--- config.mk ---
export PLATFORM = sky130hd
export DESIGN_NAME = strap_clk_cfg
export DESIGN_NICKNAME = d
export VERILOG_FILES = /design/src/rtl/strap_clk_cfg_pkg.sv /design/src/rtl/strap_latch.sv /design/src/rtl/cfg_regs.sv /design/src/rtl/freq_lut.sv /design/src/rtl/strap_clk_cfg.sv
export SDC_FILE = /design/constraint.sdc
export NUM_CORES = 1
export LEC_CHECK = 0
export ABC_AREA = 1
export BUFFER_PORTS_ARGS = -buffer_cell sky130_fd_sc_hd__buf_4
export CAP_MARGIN = 20
export CORE_ASPECT_RATIO = 1.25
export CORE_UTILIZATION = 38
export DETAILED_ROUTE_END_ITERATION = 10
export GPL_TIMING_DRIVEN = 1
export PLACE_DENSITY = 0.74
export SETUP_SLACK_MARGIN = 0.2
export SYNTH_ARGS = -nofsm -noshare
export SYNTH_HDL_FRONTEND = slang
export SYNTH_SLANG_ARGS = --single-unit
--- constraint.sdc ---
create_clock -name clk_i -period 2.27 [get_ports clk_i]
set_input_delay 0.454 -clock clk_i [delete_from_list [all_inputs] [get_ports clk_i]]
set_output_delay 0.454 -clock clk_i [all_outputs]
set_load 0.03 [all_outputs]
--- src/rtl/strap_clk_cfg_pkg.sv ---
package strap_clk_cfg_pkg;

  typedef struct packed {
    logic       vsel;
    logic       mode;
    logic [2:0] fs;
  } strap_t;

  typedef enum logic [1:0] {
    SPR_DOWN_500   = 2'b00,
    SPR_CTR_375    = 2'b01,
    SPR_CTR_250    = 2'b10,
    SPR_CTR_150    = 2'b11
  } spread_prof_e;

  localparam int unsigned NUM_CLK   = 26;
  localparam int unsigned EN_CPU    = 0;
  localparam int unsigned EN_PCI    = 3;
  localparam int unsigned EN_PCIF   = 8;
  localparam int unsigned EN_SDR    = 9;
  localparam int unsigned EN_SDR_PM = 17;
  localparam int unsigned EN_SDR12  = 21;
  localparam int unsigned EN_AGP0   = 22;
  localparam int unsigned EN_AGP1   = 23;
  localparam int unsigned EN_AGPF   = 24;
  localparam int unsigned EN_REF    = 25;

endpackage

--- src/rtl/strap_latch.sv ---
module strap_latch
  import strap_clk_cfg_pkg::*;
(
  input  logic   clk_i,
  input  logic   rst_ni,
  input  strap_t strap_i,
  output strap_t strap_o,
  output logic   done_o
);

  strap_t strap_q;
  logic   done_q;

  always_ff @(posedge clk_i or negedge rst_ni) begin
    if (!rst_ni) begin
      strap_q <= '0;
      done_q  <= 1'b0;
    end else if (!done_q) begin
      strap_q <= strap_i;
      done_q  <= 1'b1;
    end
  end

  assign strap_o = strap_q;
  assign done_o  = done_q;


  strap_hold_chk: assert property (@(posedge clk_i) disable iff (!rst_ni)
    (done_q && $past(done_q)) |-> $stable(strap_q));


  done_sticky_chk: assert property (@(posedge clk_i) disable iff (!rst_ni)
    !$fell(done_q));

endmodule

--- src/rtl/cfg_regs.sv ---
module cfg_regs #(
  parameter int unsigned NUM_BYTES = 6,
  parameter int unsigned IDX_W     = 3,
  parameter logic [7:0]  BYTE0_RST = 8'h10,
  parameter logic [7:0]  BYTEN_RST = 8'hFF
) (
  input  logic                   clk_i,
  input  logic                   rst_ni,
  input  logic                   wr_en_i,
  input  logic [IDX_W-1:0]       wr_idx_i,
  input  logic [7:0]             wr_data_i,
  output logic [NUM_BYTES*8-1:0] cfg_o
);

  for (genvar b = 0; b < NUM_BYTES; b++) begin : g_byte
    localparam logic [7:0] RST = (b == 0) ? BYTE0_RST : BYTEN_RST;
    logic [7:0] q;
    always_ff @(posedge clk_i or negedge rst_ni) begin
      if (!rst_ni)                                    q <= RST;
      else if (wr_en_i && (wr_idx_i == IDX_W'(b)))    q <= wr_data_i;
    end
    assign cfg_o[b*8 +: 8] = q;
  end


  no_oob_wr_chk: assert property (@(posedge clk_i) disable iff (!rst_ni)
    (wr_en_i && (int'(wr_idx_i) >= NUM_BYTES)) |=> $stable(cfg_o));

endmodule

--- src/rtl/freq_lut.sv ---
module freq_lut #(
  parameter int unsigned F_W = 14
) (
  input  logic [2:0]     code_i,
  output logic [F_W-1:0] cpu_o,
  output logic [F_W-1:0] pci_o,
  output logic [F_W-1:0] agp_o
);

  always_comb begin
    unique case (code_i)
      3'd0: begin cpu_o = F_W'(6000);  pci_o = F_W'(3000); agp_o = F_W'(6000); end
      3'd1: begin cpu_o = F_W'(6667);  pci_o = F_W'(3333); agp_o = F_W'(6667); end
      3'd2: begin cpu_o = F_W'(9622);  pci_o = F_W'(3207); agp_o = F_W'(6415); end
      3'd3: begin cpu_o = F_W'(9150);  pci_o = F_W'(3050); agp_o = F_W'(6100); end
      3'd4: begin cpu_o = F_W'(9700);  pci_o = F_W'(3233); agp_o = F_W'(6466); end
      3'd5: begin cpu_o = F_W'(8330);  pci_o = F_W'(3330); agp_o = F_W'(6660); end
      3'd6: begin cpu_o = F_W'(9525);  pci_o = F_W'(3175); agp_o = F_W'(6350); end
      default: begin cpu_o = F_W'(10000); pci_o = F_W'(3333); agp_o = F_W'(6667); end
    endcase
  end

endmodule

--- src/rtl/strap_clk_cfg.sv ---
module strap_clk_cfg
  import strap_clk_cfg_pkg::*;
#(
  parameter int unsigned NUM_BYTES = 6,
  parameter int unsigned IDX_W     = 3,
  parameter int unsigned F_W       = 14
) (
  input  logic               clk_i,
  input  logic               rst_ni,
  input  logic [2:0]         strap_fs_i,
  input  logic               strap_mode_i,
  input  logic               strap_vsel_i,
  input  logic               wr_en_i,
  input  logic [IDX_W-1:0]   wr_idx_i,
  input  logic [7:0]         wr_data_i,
  output logic               strap_oe_o,
  output logic [3:0]         pm_oe_o,
  output logic [2:0]         freq_sel_o,
  output logic [F_W-1:0]     cpu_f_o,
  output logic [F_W-1:0]     pci_f_o,
  output logic [F_W-1:0]     agp_f_o,
  output logic               spread_en_o,
  output logic [1:0]         spread_prof_o,
  output logic               tristate_o,
  output logic               mobile_o,
  output logic               vsel_o,
  output logic [NUM_CLK-1:0] clk_en_o
);

  strap_t                 strap_raw, strap_q;
  logic                   por_done;
  logic [NUM_BYTES*8-1:0] cfg;
  logic [7:0]             b0, b1, b2, b3, b4, b5;
  logic                   desktop;

  assign strap_raw = '{vsel: strap_vsel_i, mode: strap_mode_i, fs: strap_fs_i};

  strap_latch u_strap (
    .clk_i   (clk_i),
    .rst_ni  (rst_ni),
    .strap_i (strap_raw),
    .strap_o (strap_q),
    .done_o  (por_done)
  );

  cfg_regs #(.NUM_BYTES(NUM_BYTES), .IDX_W(IDX_W)) u_regs (
    .clk_i     (clk_i),
    .rst_ni    (rst_ni),
    .wr_en_i   (wr_en_i),
    .wr_idx_i  (wr_idx_i),
    .wr_data_i (wr_data_i),
    .cfg_o     (cfg)
  );

  assign b0 = cfg[0*8 +: 8];
  assign b1 = cfg[1*8 +: 8];
  assign b2 = cfg[2*8 +: 8];
  assign b3 = cfg[3*8 +: 8];
  assign b4 = cfg[4*8 +: 8];
  assign b5 = cfg[5*8 +: 8];

  assign freq_sel_o    = b0[3] ? b0[6:4] : strap_q.fs;
  assign spread_en_o   = b0[1];
  assign spread_prof_o = {b0[7], b0[2]};
  assign tristate_o    = b0[0];

  freq_lut #(.F_W(F_W)) u_lut (
    .code_i (freq_sel_o),
    .cpu_o  (cpu_f_o),
    .pci_o  (pci_f_o),
    .agp_o  (agp_f_o)
  );

  assign desktop    = strap_q.mode;
  assign mobile_o   = ~desktop;
  assign vsel_o     = strap_q.vsel;
  assign strap_oe_o = por_done;
  assign pm_oe_o    = {4{por_done & desktop}};

  always_comb begin
    clk_en_o                       = '0;
    clk_en_o[EN_CPU +: 3]          = b1[2:0];
    clk_en_o[EN_PCI +: 5]          = b2[4:0];
    clk_en_o[EN_PCIF]              = b2[6];
    clk_en_o[EN_SDR +: 8]          = b3;
    clk_en_o[EN_SDR_PM +: 4]       = b4[3:0] & {4{desktop}};
    clk_en_o[EN_SDR12]             = b1[4];
    clk_en_o[EN_AGP0]              = b5[4];
    clk_en_o[EN_AGP1]              = b5[1];
    clk_en_o[EN_AGPF]              = b4[7];
    clk_en_o[EN_REF]               = b5[0];
  end


  reg_freq_chk: assert property (@(posedge clk_i) disable iff (!rst_ni)
    (wr_en_i && wr_idx_i == '0 && wr_data_i[3]) |=> (freq_sel_o == $past(wr_data_i[6:4])));


  tristate_wr_chk: assert property (@(posedge clk_i) disable iff (!rst_ni)
    (wr_en_i && wr_idx_i == '0) |=> (tristate_o == $past(wr_data_i[0])));


  mobile_pm_chk: assert property (@(posedge clk_i) disable iff (!rst_ni)
    mobile_o |-> (clk_en_o[EN_SDR_PM +: 4] == '0 && pm_oe_o == '0));


  desktop_oe_chk: assert property (@(posedge clk_i) disable iff (!rst_ni)
    (strap_oe_o && !mobile_o) |-> (pm_oe_o == 4'hF));

endmodule

Word-level counts from Yosys, hierarchy flattened. Cells that the tools add are included.

Register bits: 47. Input bits: 19. Output and inout bits: 82. Word-level logic and storage cells: 36.

Equal/unequal tests: 11. Muxes and demuxes: 4. Bitwise operators: 3. Reductions and logical operators: 8.

Operators with widths (number): case mux 14 bit (7 select lines) (1); case mux 12 bit (6 select lines) (1); case mux 11 bit (6 select lines) (1); == test 3 bit, second input constant (5); == test 3 x 2 -> 1 bit, second input constant (4); == test 3 x 1 -> 1 bit, second input constant (2); logical AND 1 bit (6); logical NOT 3 bit (2); AND 4 bit (1); 2-to-1 mux 3 bit (1); AND 1 bit (1); inverter 1 bit (1).

Logic depth before layout (Yosys ltp). Gate-level depths: netlist of the first run.

Depth in word-level cells: 3. Mapped depth: 8. Gate-level depth less buffers: 7.

Cells and area by module. From an unflattened synthesis of the first run, not the netlist that was laid out.

Cells, all modules: 326. Area total of the unflattened synthesis: 2767.7 µm².

By module, submodules not included: cfg_regs (instances 1, cells each 217, area each 2004.4 µm², sequential area each 1252.5 µm²); freq_lut (instances 1, cells each 62, area each 447.9 µm², sequential area each 0.0 µm²); strap_latch (instances 1, cells each 23, area each 214.0 µm², sequential area each 150.1 µm²); strap_clk_cfg (instances 1, cells each 24, area each 101.3 µm², sequential area each 0.0 µm²).

Worst setup path before layout of the first run. Ideal clock, no wire load.

Path type: reg-to-output. From: reg u_regs.g_byte[0].q[3]. To: out agp_f_o[10]. Arrival time: 1.752 ns. Data required time: 1.816 ns. Slack: 0.064 ns. Stages on the path, launching flop included: 8. Path buffers: 2. Cells stage by stage: dfrtp_1 -> buf_6 -> nand2_1 -> nand2_4 -> nand2_2 -> nand3_2 -> inv_1 -> buf_4.

Longest elaborated chain between the ends: 3. Elaborated cells between the ends (all ways): 8. Those cells by class: eq/ne: 5; mux: 2; reduce/logical: 1.

RTL lines: start: declaration (line cfg_regs.sv:17) `logic [7:0] q;`; start signal: assignment (line cfg_regs.sv:20) `else if (wr_en_i && (wr_idx_i == IDX_W'(b))) q <= wr_data_i;`; 2-to-1 mux 3 bit * (line strap_clk_cfg.sv:62) `assign freq_sel_o = b0[3] ? b0[6:4] : strap_q.fs;`; via freq_sel_o[0] (line strap_clk_cfg.sv:18) `output logic [2:0] freq_sel_o,`; == test 3 bit, or another cell as far along (line freq_lut.sv:11) `unique case (code_i)`; case mux 12 bit (6 select lines) * (line freq_lut.sv:11); end: declaration (line strap_clk_cfg.sv:21) `output logic [F_W-1:0] agp_f_o,`.

Mark *: on every way through the listed nets, which the timed path passes. The rest lies on a longest branch.

Worst setup path after layout of the first run.
From: reg u_regs.g_byte[0].q[3]. To: out pci_f_o[6].

Longest elaborated chain between the ends: 3. Elaborated cells between the ends (all ways): 8. Those cells by class: eq/ne: 5; mux: 2; reduce/logical: 1.

RTL lines: 2-to-1 mux 3 bit * (line strap_clk_cfg.sv:62); == test 3 bit, or another cell as far along (line freq_lut.sv:11); case mux 11 bit (6 select lines) * (line freq_lut.sv:11); end: declaration (line strap_clk_cfg.sv:20) `output logic [F_W-1:0] pci_f_o,`.

Mark *: on every way between the ends. The rest lies on a longest branch, timed or not.

==> summary.txt, run 1 <==
Yosys
  – Synth cell count leaders: nand2_1, buf_4, inv_1, dfstp_2, o21ai_0
  – Area contributors post-synth: dfstp_2, buf_4, dfrtp_1
  – Count leader, synth: nand2_1
  – Number of synthesized flops with an enable pin: 0
  – Synth Flop Type: dfstp_2
  – Synth Cell Area: approximately 2300 um2
  – Synth top area share: 31.4%
  – Post-synthesis sequential area ratio: 45.7%
  – Syn Inst Count: 267
  – Yosys reg bits: 40
  – Area leader, netlist: dfstp_2
  – Post-synthesis cell type count: 23
  – Yosys warns: 0
  – Async SR Flop Fraction: 100%
  – Post-Syn Area per Cell: 8.47 um2

CTS
  – CTS max path bufs: 2
  – H-tree levels: 2
  – CTS Hold Buffers Added: 0
  – Clk sink count: 40
  – CTS tree: done
  – Worst-path clk slew: 0.07 ns
  – Root buf cell: clkbuf_8
  – Clk_lat worst skew: 0.29 ns
  – Num CTS Buffers: 5

Critical path
  – R2r setup slk: 1.26 ns
  – Crit path launch: u_regs.g_byte[0].q[3]$_DFFE_PN0P_
  – CP startpoint kind: flip-flop
  – Setup Crit Path Kind: reg -> out
  – Crit path DAT: 1.57 ns
  – Worst setup EP type: output port
  – Crit path max fanout: 8
  – CP endpoint: pci_f_o[6]
  – Critical R2R Capture: u_strap.strap_o[4]$_DFFE_PN0N_
  – Launch point of the worst reg-to-reg path: u_strap.done_o$_DFF_PN0_
  – Worst R2R Path Depth: 1
  – Req. time, crit path: 1.82 ns

Route
  – Initial DRC Count: 76
  – Remaining antenna violation count: 0
  – Vias: between 1500 and 2000
  – Vias per Instance: 4.51
  – Final wirelength: 4.90 mm
  – DR DRC count: 12
  – Wire per inst: ~12 um
  – Pre-antenna DRT Iters: 7

Timing
  – Worst slew margin relative to its limit: 62.4%
  – Fmax: about 490 MHz
  – Final setup TNS: 0 ns
  – Clock skew: roughly 0.0066 ns
  – # setup viols final: 0
  – RSZ-0062 raised after global routing: yes
  – Final period util: 89.3%
  – Crit path time final: 2.03 ns
  – Tightest Pin Transition: roughly 0.56 ns
  – Final Max Tran Viols: 0
  – Final Hold Viols: 0
  – Final hold slack: 0.130 ns

Status
  – Status: finished with violations
  – Failing checks: design-rule violations

Floorplan
  – Die X-Extent: 71.0 um
  – IO Count: 101
  – Rows: 31
  – Die Span Y: 88.3 um
  – Starting Density: 39.1%
  – Die area: 6270 um2
  – Core area: approximately 5800 um2

Cells and area
  – Seq. cell area: 1040 um2
  – Area Overhead vs Synth: 31.2%
  – Final #Nets: 351
  – Share of layout cells above drive strength 1: 52.9%
  – Fill cells: 556
  – ANT cells: 0
  – Area of the multi-input gates: 812 um2

Power and ir drop
  – Reg power frac: 29.8%
  – Internal power: 1890 uW
  – Pwr Total: 3310 uW
  – Switching Power: 1420 uW
  – PwrDens: 1110 nW/um2
  – Comb pwr share: 51.4%
  – Sw Share: between 40% and 50%
  – Clock share of power: 18.7%
  – Peak VDD IR: 0.538 mV
  – Leakage: 0.00159 uW

Global routing
  – Largest net degree at the start of global routing: a little over 40
  – Initial antenna violation count: 0
  – Vias in the first global route: ~1600
  – First-pass GRT wire length: 7.69 mm
  – Global-route usage over all layers: 15.7%
  – Gr ovfl total: 0

Worst hold path
  – HP Class: in -> async

Place
  – Final HPWL DP: about 3.6 mm
  – Final GP Congestion: 0.797
  – Number of I/O port buffers: 95

Flow run
  – Max_cap viols: 0
-- power by group through the flow --
stage	logic (uW)	clock network (uW)	registers [uW]
floorplan	1240	0	982
global placement	1580	0	989
detailed placement	1600	0	994
CTS	1600	644	987
global route	1800	673	1010
finish	1700	620	988
-- worst max-delay path, stage by stage (launching register included) --
cell and delay [ns]:
dfrtp_2 0.46, inv_4 0.08, nand2_2 0.10, nand2_2 0.12
nor2_2 0.18, nand2_1 0.10, nand2_1 0.09, buf_4 0.16
-- cells in the final DEF (no fill, tap or decap) --
master / synthesis / layout
a21oi_1: 3 / 3
buf_4: 44 / 96
buf_6: 4 / 6
bufinv_16: 0 / 1
clkbuf_8: 0 / 7
clkinvlp_4: 0 / 1
conb_1: 2 / 6
dfrtp_1: 13 / 12
dfrtp_2: 0 / 1
dfstp_2: 27 / 27
inv_1: 29 / 28
inv_2: 1 / 1
inv_4: 1 / 1
mux2_2: 1 / 1
nand2_1: 69 / 63
nand2_2: 8 / 10
nand2_4: 3 / 8
nand3_1: 8 / 7
nand3_2: 2 / 2
nand3_4: 1 / 2
nor2_1: 11 / 9
nor2_2: 2 / 3
nor2_4: 2 / 3
o21ai_0: 16 / 16
o21ai_1: 13 / 13
o21ai_2: 6 / 6
-- final cells by class --
cell class	count	share of cell area [%]
Multi-Input combinational cell	152	27.4
Clock inverter	1	1.01
Inverter	31	4.13
Sequential cell	40	34.9
Timing Repair Buffer	102	26.6
Tap cell	66	2.78
Clock buffer	7	3.25
-- metal layers --
metal	up-vias	wire (um)	global-route usage [%]
met5	-	0	0
met3	6	387	4.33
met1	816	1910	18.5
met4	0	57	5.27
li1	896	-	-
met2	81	2540	27.8
-- repair_timing --
action	in CTS	in global routing
gates cloned	0	1
resized for setup	1	18
hold endpoints to repair	0	0
buffers inserted	0	7
pin swaps	1	8
setup endpoints to repair	6	17
-- cells by family (layout without fill, tap and decap cells) --
family	after synthesis	after routing	synth area share, %
mux	1	1	0.498
compound gates	38	38	9.40
other cells	2	6	0.332
flops	40	40	45.7
simple gates	106	107	22.0
buf+inv	80	141	22.1
-- registers in the layout (all words and copies together), names as in the netlist --
| signal | flops |
|---|---|
| u_strap.strap_o | 5 |
| u_strap.done_o | 1 |
| u_regs.g_byte.q | 34 |
-- through the flow --
step	cell area [um2]	cells	utilization (%)	worst slack [ns]
after floorplan	2300	271	-	0.182
after global placement	2710	383	46.9	0.552
after detailed placement	2710	383	46.9	0.504
after CTS	2840	391	49.1	0.205
after global routing	2970	399	51.4	0.123
final	2970	399	51.4	0.244
-- worst min-delay path by stage --
stage	endpoint	from	slack, ns	cells past startpoint
after floorplan	u_regs.g_byte[0].q[0]$_DFFE_PN0P_	rst_ni	0.16	0
after global placement	u_strap.strap_o[2]$_DFFE_PN0N_	rst_ni	0.45	1
after detailed placement	u_strap.strap_o[2]$_DFFE_PN0N_	rst_ni	0.45	1
after CTS	u_strap.strap_o[2]$_DFFE_PN0N_	rst_ni	0.13	1
after global routing	u_regs.g_byte[0].q[6]$_DFFE_PN0P_	rst_ni	0.15	1
final	u_regs.g_byte[0].q[2]$_DFFE_PN0P_	rst_ni	0.13	1
(Power assumes the default switching activity.)
==> run 2, diff against run 1 <==
--- a/config.mk
+++ b/config.mk
@@ -5,7 +5,6 @@
 export SDC_FILE = /design/constraint.sdc
 export NUM_CORES = 1
 export LEC_CHECK = 0
-export ABC_AREA = 1
 export BUFFER_PORTS_ARGS = -buffer_cell sky130_fd_sc_hd__buf_4
 export CAP_MARGIN = 20
 export CORE_ASPECT_RATIO = 1.25
==> constraint.sdc (replaced) <==
create_clock -name clk_i -period 2.2 [get_ports clk_i]
set_input_delay 0.44 -clock clk_i [delete_from_list [all_inputs] [get_ports clk_i]]
set_output_delay 0.44 -clock clk_i [all_outputs]
set_load 0.03 [all_outputs]
==> summary.txt, run 2 <==
Timing
  – Clock skew: 0.00511 ns
  – Final Max Tran Viols: 0
  – Fmax: 457 MHz
  – Setup WS post-layout: 0.0108 ns
  – Crit path time final: 2.19 ns
  – Final hold slack: around 0.12 ns
  – RSZ-0062 raised after global routing: yes
  – Final period util: between 90 and 100%
  – Final Hold Viols: 0
  – # setup viols final: 0

Status
  – Status: completed

Yosys
  – Post-Synth Simple-Gate Area: about 8.2%
  – Async SR Flop Fraction: 100%
  – Mux cell area share after synthesis: 22.4%
  – Largest family of logic cells by synthesized area: multiplexers
  – Count leader, synth: buf_4
  – Number of synthesized flops with an enable pin: 0
  – Post-Syn Area per Cell: 12.3 um2
  – Syn Inst Count: 180
  – Synth cell count leaders: buf_4, mux2_2, dfstp_2, dfrtp_1, nand2_1
  – Adder-cell share of the synthesized area: 0%
  – Yosys warns: 0
  – Yosys reg bits: 40
  – Synth Cell Area: 2210 um2
  – Synth top area share: 32.2%
  – Xor and xnor area share after synthesis: 2.33%
  – Complex-gate fraction of the synthesized area: 2.27%
  – Post-synthesis cell type count: 30
  – Area leader, netlist: dfstp_2
  – Synth Flop Type: dfstp_2
  – Area contributors post-synth: dfstp_2, mux2_2, buf_4
  – Post-synthesis sequential area ratio: between 40% and 50%

CTS
  – Num CTS Buffers: 5
  – CTS tree: done
  – Clk_lat worst skew: roughly 0.29 ns
  – Worst-path clk slew: about 0.080 ns
  – Clk sink count: 40
  – Root buf cell: clkbuf_8
  – CTS max path bufs: 2
  – H-tree levels: 2

Floorplan
  – Rows: 30
  – Die Span Y: ~87 um
  – Core area: between 5000 and 6000 um2
  – Die area: approximately 6100 um2
  – Starting Density: 40.0%
  – Die X-Extent: 70.1 um
  – IO Count: 101

Power and ir drop
  – Reg power frac: 25.0%
  – Pwr Total: 4260 uW
  – PwrDens: 1290 nW/um2
  – Switching Power: 1830 uW
  – Peak VDD IR: 0.632 mV
  – Sw Share: between 40 and 50%
  – Internal power: roughly 2400 uW
  – Comb pwr share: 61.4%
  – Leakage: about 0.0015 uW
  – Clock share of power: 13.7%

Cells and area
  – Reg with most FFs: u_regs.g_byte.q
  – Final #Nets: 273
  – Share of layout cells above drive strength 1: 85.9%
  – Fill cells: 469
  – Commonest non-fill, non-tap cell in the layout: buf_4
  – Design Area, Final: 3300 um2
  – Max reg flops: 34
  – ANT cells: 0
  – Area Overhead vs Synth: 49.7%
  – Commonest non-fill, non-tap cells in the layout: buf_4, buf_6, mux2_2
  – Non-filler instance count after layout: 319

Route
  – Wire per inst: 14.8 um
  – Remaining antenna violation count: 0
  – Final wirelength: 4.71 mm
  – Initial DRC Count: 3
  – DR DRC count: 0
  – Vias per Instance: 4.77
  – Vias: roughly 1500
  – Pre-antenna DRT Iters: 2

Place
  – Number of I/O port buffers: 95
  – Final HPWL DP: 3.52 mm
  – Dpl ws: 0.108 ns
  – Final GP Congestion: 0.713
  – DP Area: ~2900 um2
  – Cells after DPL: 303

Global routing
  – First-pass GRT wire length: 7.36 mm
  – Global-route usage over all layers: about 16%
  – Initial antenna violation count: 0
  – Vias in the first global route: 1462
  – Largest net degree at the start of global routing: roughly 40
  – Gr ovfl total: 0

Critical path
  – Worst path max stage delay: 0.48 ns
  – Crit path max fanout: 5
  – Setup Crit Path Kind: reg -> out
  – Req. time, crit path: 1.76 ns
  – Slowest stage cell, crit path: dfrtp_2
  – CP cell instances: mux2i_4 -> buf_6 -> buf_12 -> a2bb2oi_4 -> buf_6
  – CP startpoint kind: flip-flop
  – Crit path DAT: 1.75 ns
  – Critical path's top delay family: flip-flops
  – Worst setup EP type: output port
  – Crit path top cell by count: buf_6
  – Buffers and inverters on the worst path: 3

Flow run
  – Max_cap viols: 0

Worst hold path
  – HP Class: in -> async
[run 2: final cells by class]
type	instances	area, um2	area share (%)
Multi-Input combinational cell	90	1020	30.9
Inverter	7	43.8	1.33
Timing Repair Buffer	110	1010	30.7
Sequential cell	40	1040	31.4
Tap cell	64	80.1	2.43
Clock inverter	2	35.0	1.06
Clock buffer	6	72.6	2.20
[run 2: layer usage]
| metal | track usage (%) | up-vias | wire length, um |
|---|---|---|---|
| li1 | - | 699 | - |
| met1 | 16.8 | 742 | 1710 |
| met2 | 28.6 | 73 | 2610 |
| met3 | 4.86 | 7 | 334 |
| met4 | 5.45 | 0 | 63 |
| met5 | 0 | - | 0 |
[run 2: cell families (layout without fill, tap and decap cells)]
kind of cell	after synthesis	count (layout)
other	2	6
DFF	40	40
AOI/OAI and AO/OA	8	8
buffers and inverters	54	125
xor gates and xnor gates	5	5
muxes	42	42
and+or+nand+nor	29	29
[run 2: path summary, 6_finish.rpt]
path	start	end	slack, ns	cells after the start
min in group clk_i	strap_vsel_i	u_strap.strap_o[4]$_DFFE_PN0N_	0.38	2
min	rst_ni	u_regs.g_byte[0].q[2]$_DFFE_PN0P_	0.12	1
max	u_regs.g_byte[0].q[3]$_DFFE_PN0P_	pci_f_o[0]	0.01	5
max in group asynchronous	rst_ni	u_regs.g_byte[0].q[3]$_DFFE_PN0P_	1.73	1
max reg2reg	u_strap.done_o$_DFF_PN0_	u_strap.strap_o[0]$_DFFE_PN0N_	1.22	1
min reg2reg	u_strap.strap_o[4]$_DFFE_PN0N_	u_strap.strap_o[4]$_DFFE_PN0N_	0.51	1
[run 2: per-stage QoR]
| step | utilization (%) | setup TNS (ns) |
|---|---|---|
| 2_1_floorplan | - | 0 |
| 3_3_place_gp | 51.8 | 0 |
| 3_5_place_dp | 51.8 | 0 |
| 4_1_cts | 58.5 | 0 |
| 5_1_grt | 59.8 | -0.737 |
| 6_report | 59.8 | 0 |
[run 2: what timing repair did]
action                     CTS  global route
hold buffers                 0             0
pin swaps                    4             8
gates resized for setup     49            13
setup endpoints to repair   38            38
setup buffers                6             2
[run 2: power by group through the flow]
stage | clock (uW) | combinational (uW) | sequential (uW)
global placement | 0 | 2190 | 1070
floorplan | 0 | 1760 | 1060
CTS | 604 | 2520 | 1070
detailed placement | 0 | 2220 | 1070
finish | 583 | 2620 | 1060
global route | 631 | 2730 | 1080
==> run 3, diff against run 2 <==
--- a/config.mk
+++ b/config.mk
@@ -11,7 +11,7 @@
 export CORE_UTILIZATION = 38
 export DETAILED_ROUTE_END_ITERATION = 10
 export GPL_TIMING_DRIVEN = 1
-export PLACE_DENSITY = 0.74
+export PLACE_DENSITY = 0.67
 export SETUP_SLACK_MARGIN = 0.2
 export SYNTH_ARGS = -nofsm -noshare
 export SYNTH_HDL_FRONTEND = slang
==> summary.txt, run 3 (synthesized netlist as in run 2, its figures left out) <==
CTS
  – CTS Hold Buffers Added: 0
  – Root buf cell: clkbuf_8
  – H-tree levels: 2
  – Clk sink count: 40
  – Clk_lat worst skew: ~0.28 ns
  – Num CTS Buffers: 5
  – CTS max path bufs: 2
  – CTS tree: done
  – Worst-path clk slew: 0.07 ns

Place
  – DP Area: roughly 2900 um2
  – Number of I/O port buffers: 95
  – Final GP Congestion: slightly above 0.7
  – Final HPWL DP: 3.29 mm
  – Cells after DPL: 304
  – Dpl ws: 0.289 ns

Route
  – Initial DRC Count: 18
  – Vias: 1518
  – Wire per inst: approximately 14 um
  – Pre-antenna DRT Iters: 3
  – DR DRC count: 0
  – Vias per Instance: 4.71
  – Final wirelength: 4.58 mm
  – Remaining antenna violation count: 0

Timing
  – Setup WS post-layout: approximately 0.028 ns
  – Final Max Tran Viols: 0
  – Fmax: 460 MHz
  – Final period util: 98.7%
  – Crit path time final: 2.17 ns
  – Final Hold Viols: 0
  – # setup viols final: 0
  – Clock skew: 0.00102 ns
  – RSZ-0062 raised after global routing: yes

Global routing
  – Global-route usage over all layers: 15.2%
  – Gr ovfl total: 0
  – Largest net degree at the start of global routing: approximately 40
  – Initial antenna violation count: 0
  – Vias in the first global route: approximately 1500
  – First-pass GRT wire length: 7.28 mm

Cells and area
  – ANT cells: 0
  – Max reg flops: 34
  – Commonest non-fill, non-tap cells in the layout: buf_4, mux2_2, buf_6
  – Final #Nets: around 280
  – Reg with most FFs: u_regs.g_byte.q
  – Seq. cell area: 1040 um2
  – Design Area, Final: 3300 um2
  – Area of the multi-input gates: 1020 um2
  – Share of layout cells above drive strength 1: ~86%
  – Fill cells: 428
  – Non-filler instance count after layout: around 320
  – Commonest non-fill, non-tap cell in the layout: buf_4
  – Area Overhead vs Synth: 49.4%

Floorplan
  – Core area: roughly 5500 um2
  – Die X-Extent: 70.1 um
  – IO Count: 101
  – Rows: 30
  – Die area: 6120 um2
  – Die Span Y: 87.2 um
  – Starting Density: between 30% and 40%

Power and ir drop
  – Peak VDD IR: about 0.60 mV
  – Leakage: around 0.0015 uW
  – PwrDens: around 1300 nW/um2

Critical path
  – Slowest stage cell, crit path: dfrtp_2
  – Launch point of the worst reg-to-reg path: u_strap.done_o$_DFF_PN0_
  – Worst path max stage delay: 0.46 ns
  – CP cell instances: mux2i_4 -> inv_4 -> nand2_8 -> a2bb2oi_4 -> buf_4
  – Critical path's top delay family: flip-flops
  – Buffers and inverters on the worst path: 2
  – Req. time, crit path: 1.76 ns
  – Crit path DAT: 1.73 ns
  – Crit path max fanout: 7
  – R2r setup slk: 1.23 ns
  – Worst setup EP type: output port
  – Setup Crit Path Kind: reg -> out
  – Critical R2R Capture: u_strap.strap_o[4]$_DFFE_PN0N_
  – CP startpoint kind: flip-flop
  – Worst R2R Path Depth: 1

Status
  – Status: completed

Worst hold path
  – HP Class: in -> async

Flow run
  – Max_cap viols: 0
[run 3: report_power, final]
| part | switching (uW) | internal (uW) |
|---|---|---|
| Sequential | 93.7 | 963 |
| Combinational | 1490 | 1120 |
| Clock | 250 | 335 |
[run 3: repair_timing]
action                     in CTS  in global routing
gates cloned                    0                  0
gates resized for setup        50                  9
pin swaps                      12                  5
setup buffers                   9                  1
setup endpoints to repair      37                 39
[run 3: cell type report]
| cell class | instances | share of cell area [%] |
|---|---|---|
| sequential | 40 | 31.4 |
| multi-input combinational | 90 | 30.9 |
| timing repair buffer | 113 | 30.7 |
| tap | 64 | 2.43 |
| clock buffer | 5 | 2.09 |
| clock inverter | 3 | 1.29 |
| inverter | 7 | 1.14 |
[run 3: per-stage QoR]
stage               hold WS, ns  utilization [%]  TNS (ns)  total power, uW
floorplan                 0.144                -         0             2820
global placement          0.443             52.0         0             3260
detailed placement        0.442             52.0         0             3290
CTS                       0.119             58.8         0             4200
global route              0.145             59.7     -1.09             4430
finish                    0.114             59.7         0             4250
[run 3: worst max path at each step]
| stage | start | to | slack (ns) | cells after the start |
|---|---|---|---|---|
| floorplan | u_regs.g_byte[0].q[3]$_DFFE_PN0P_ | agp_f_o[10] | 0.07 | 4 |
| global placement | u_regs.g_byte[0].q[3]$_DFFE_PN0P_ | agp_f_o[0] | 0.31 | 5 |
| detailed placement | u_regs.g_byte[0].q[3]$_DFFE_PN0P_ | agp_f_o[3] | 0.29 | 6 |
| CTS | u_regs.g_byte[0].q[3]$_DFFE_PN0P_ | cpu_f_o[0] | 0.03 | 5 |
| global route | u_regs.g_byte[0].q[3]$_DFFE_PN0P_ | agp_f_o[0] | -0.08 | 6 |
| finish | u_regs.g_byte[0].q[3]$_DFFE_PN0P_ | pci_f_o[0] | 0.03 | 5 |
[run 3: layer usage]
layer,track usage (%),vias to the layer above,wire (um)
li1,-,704,-
met4,5.45,0,55
met3,4.17,6,290
met2,28.9,67,2540
met5,0,-,0
met1,16.0,741,1690
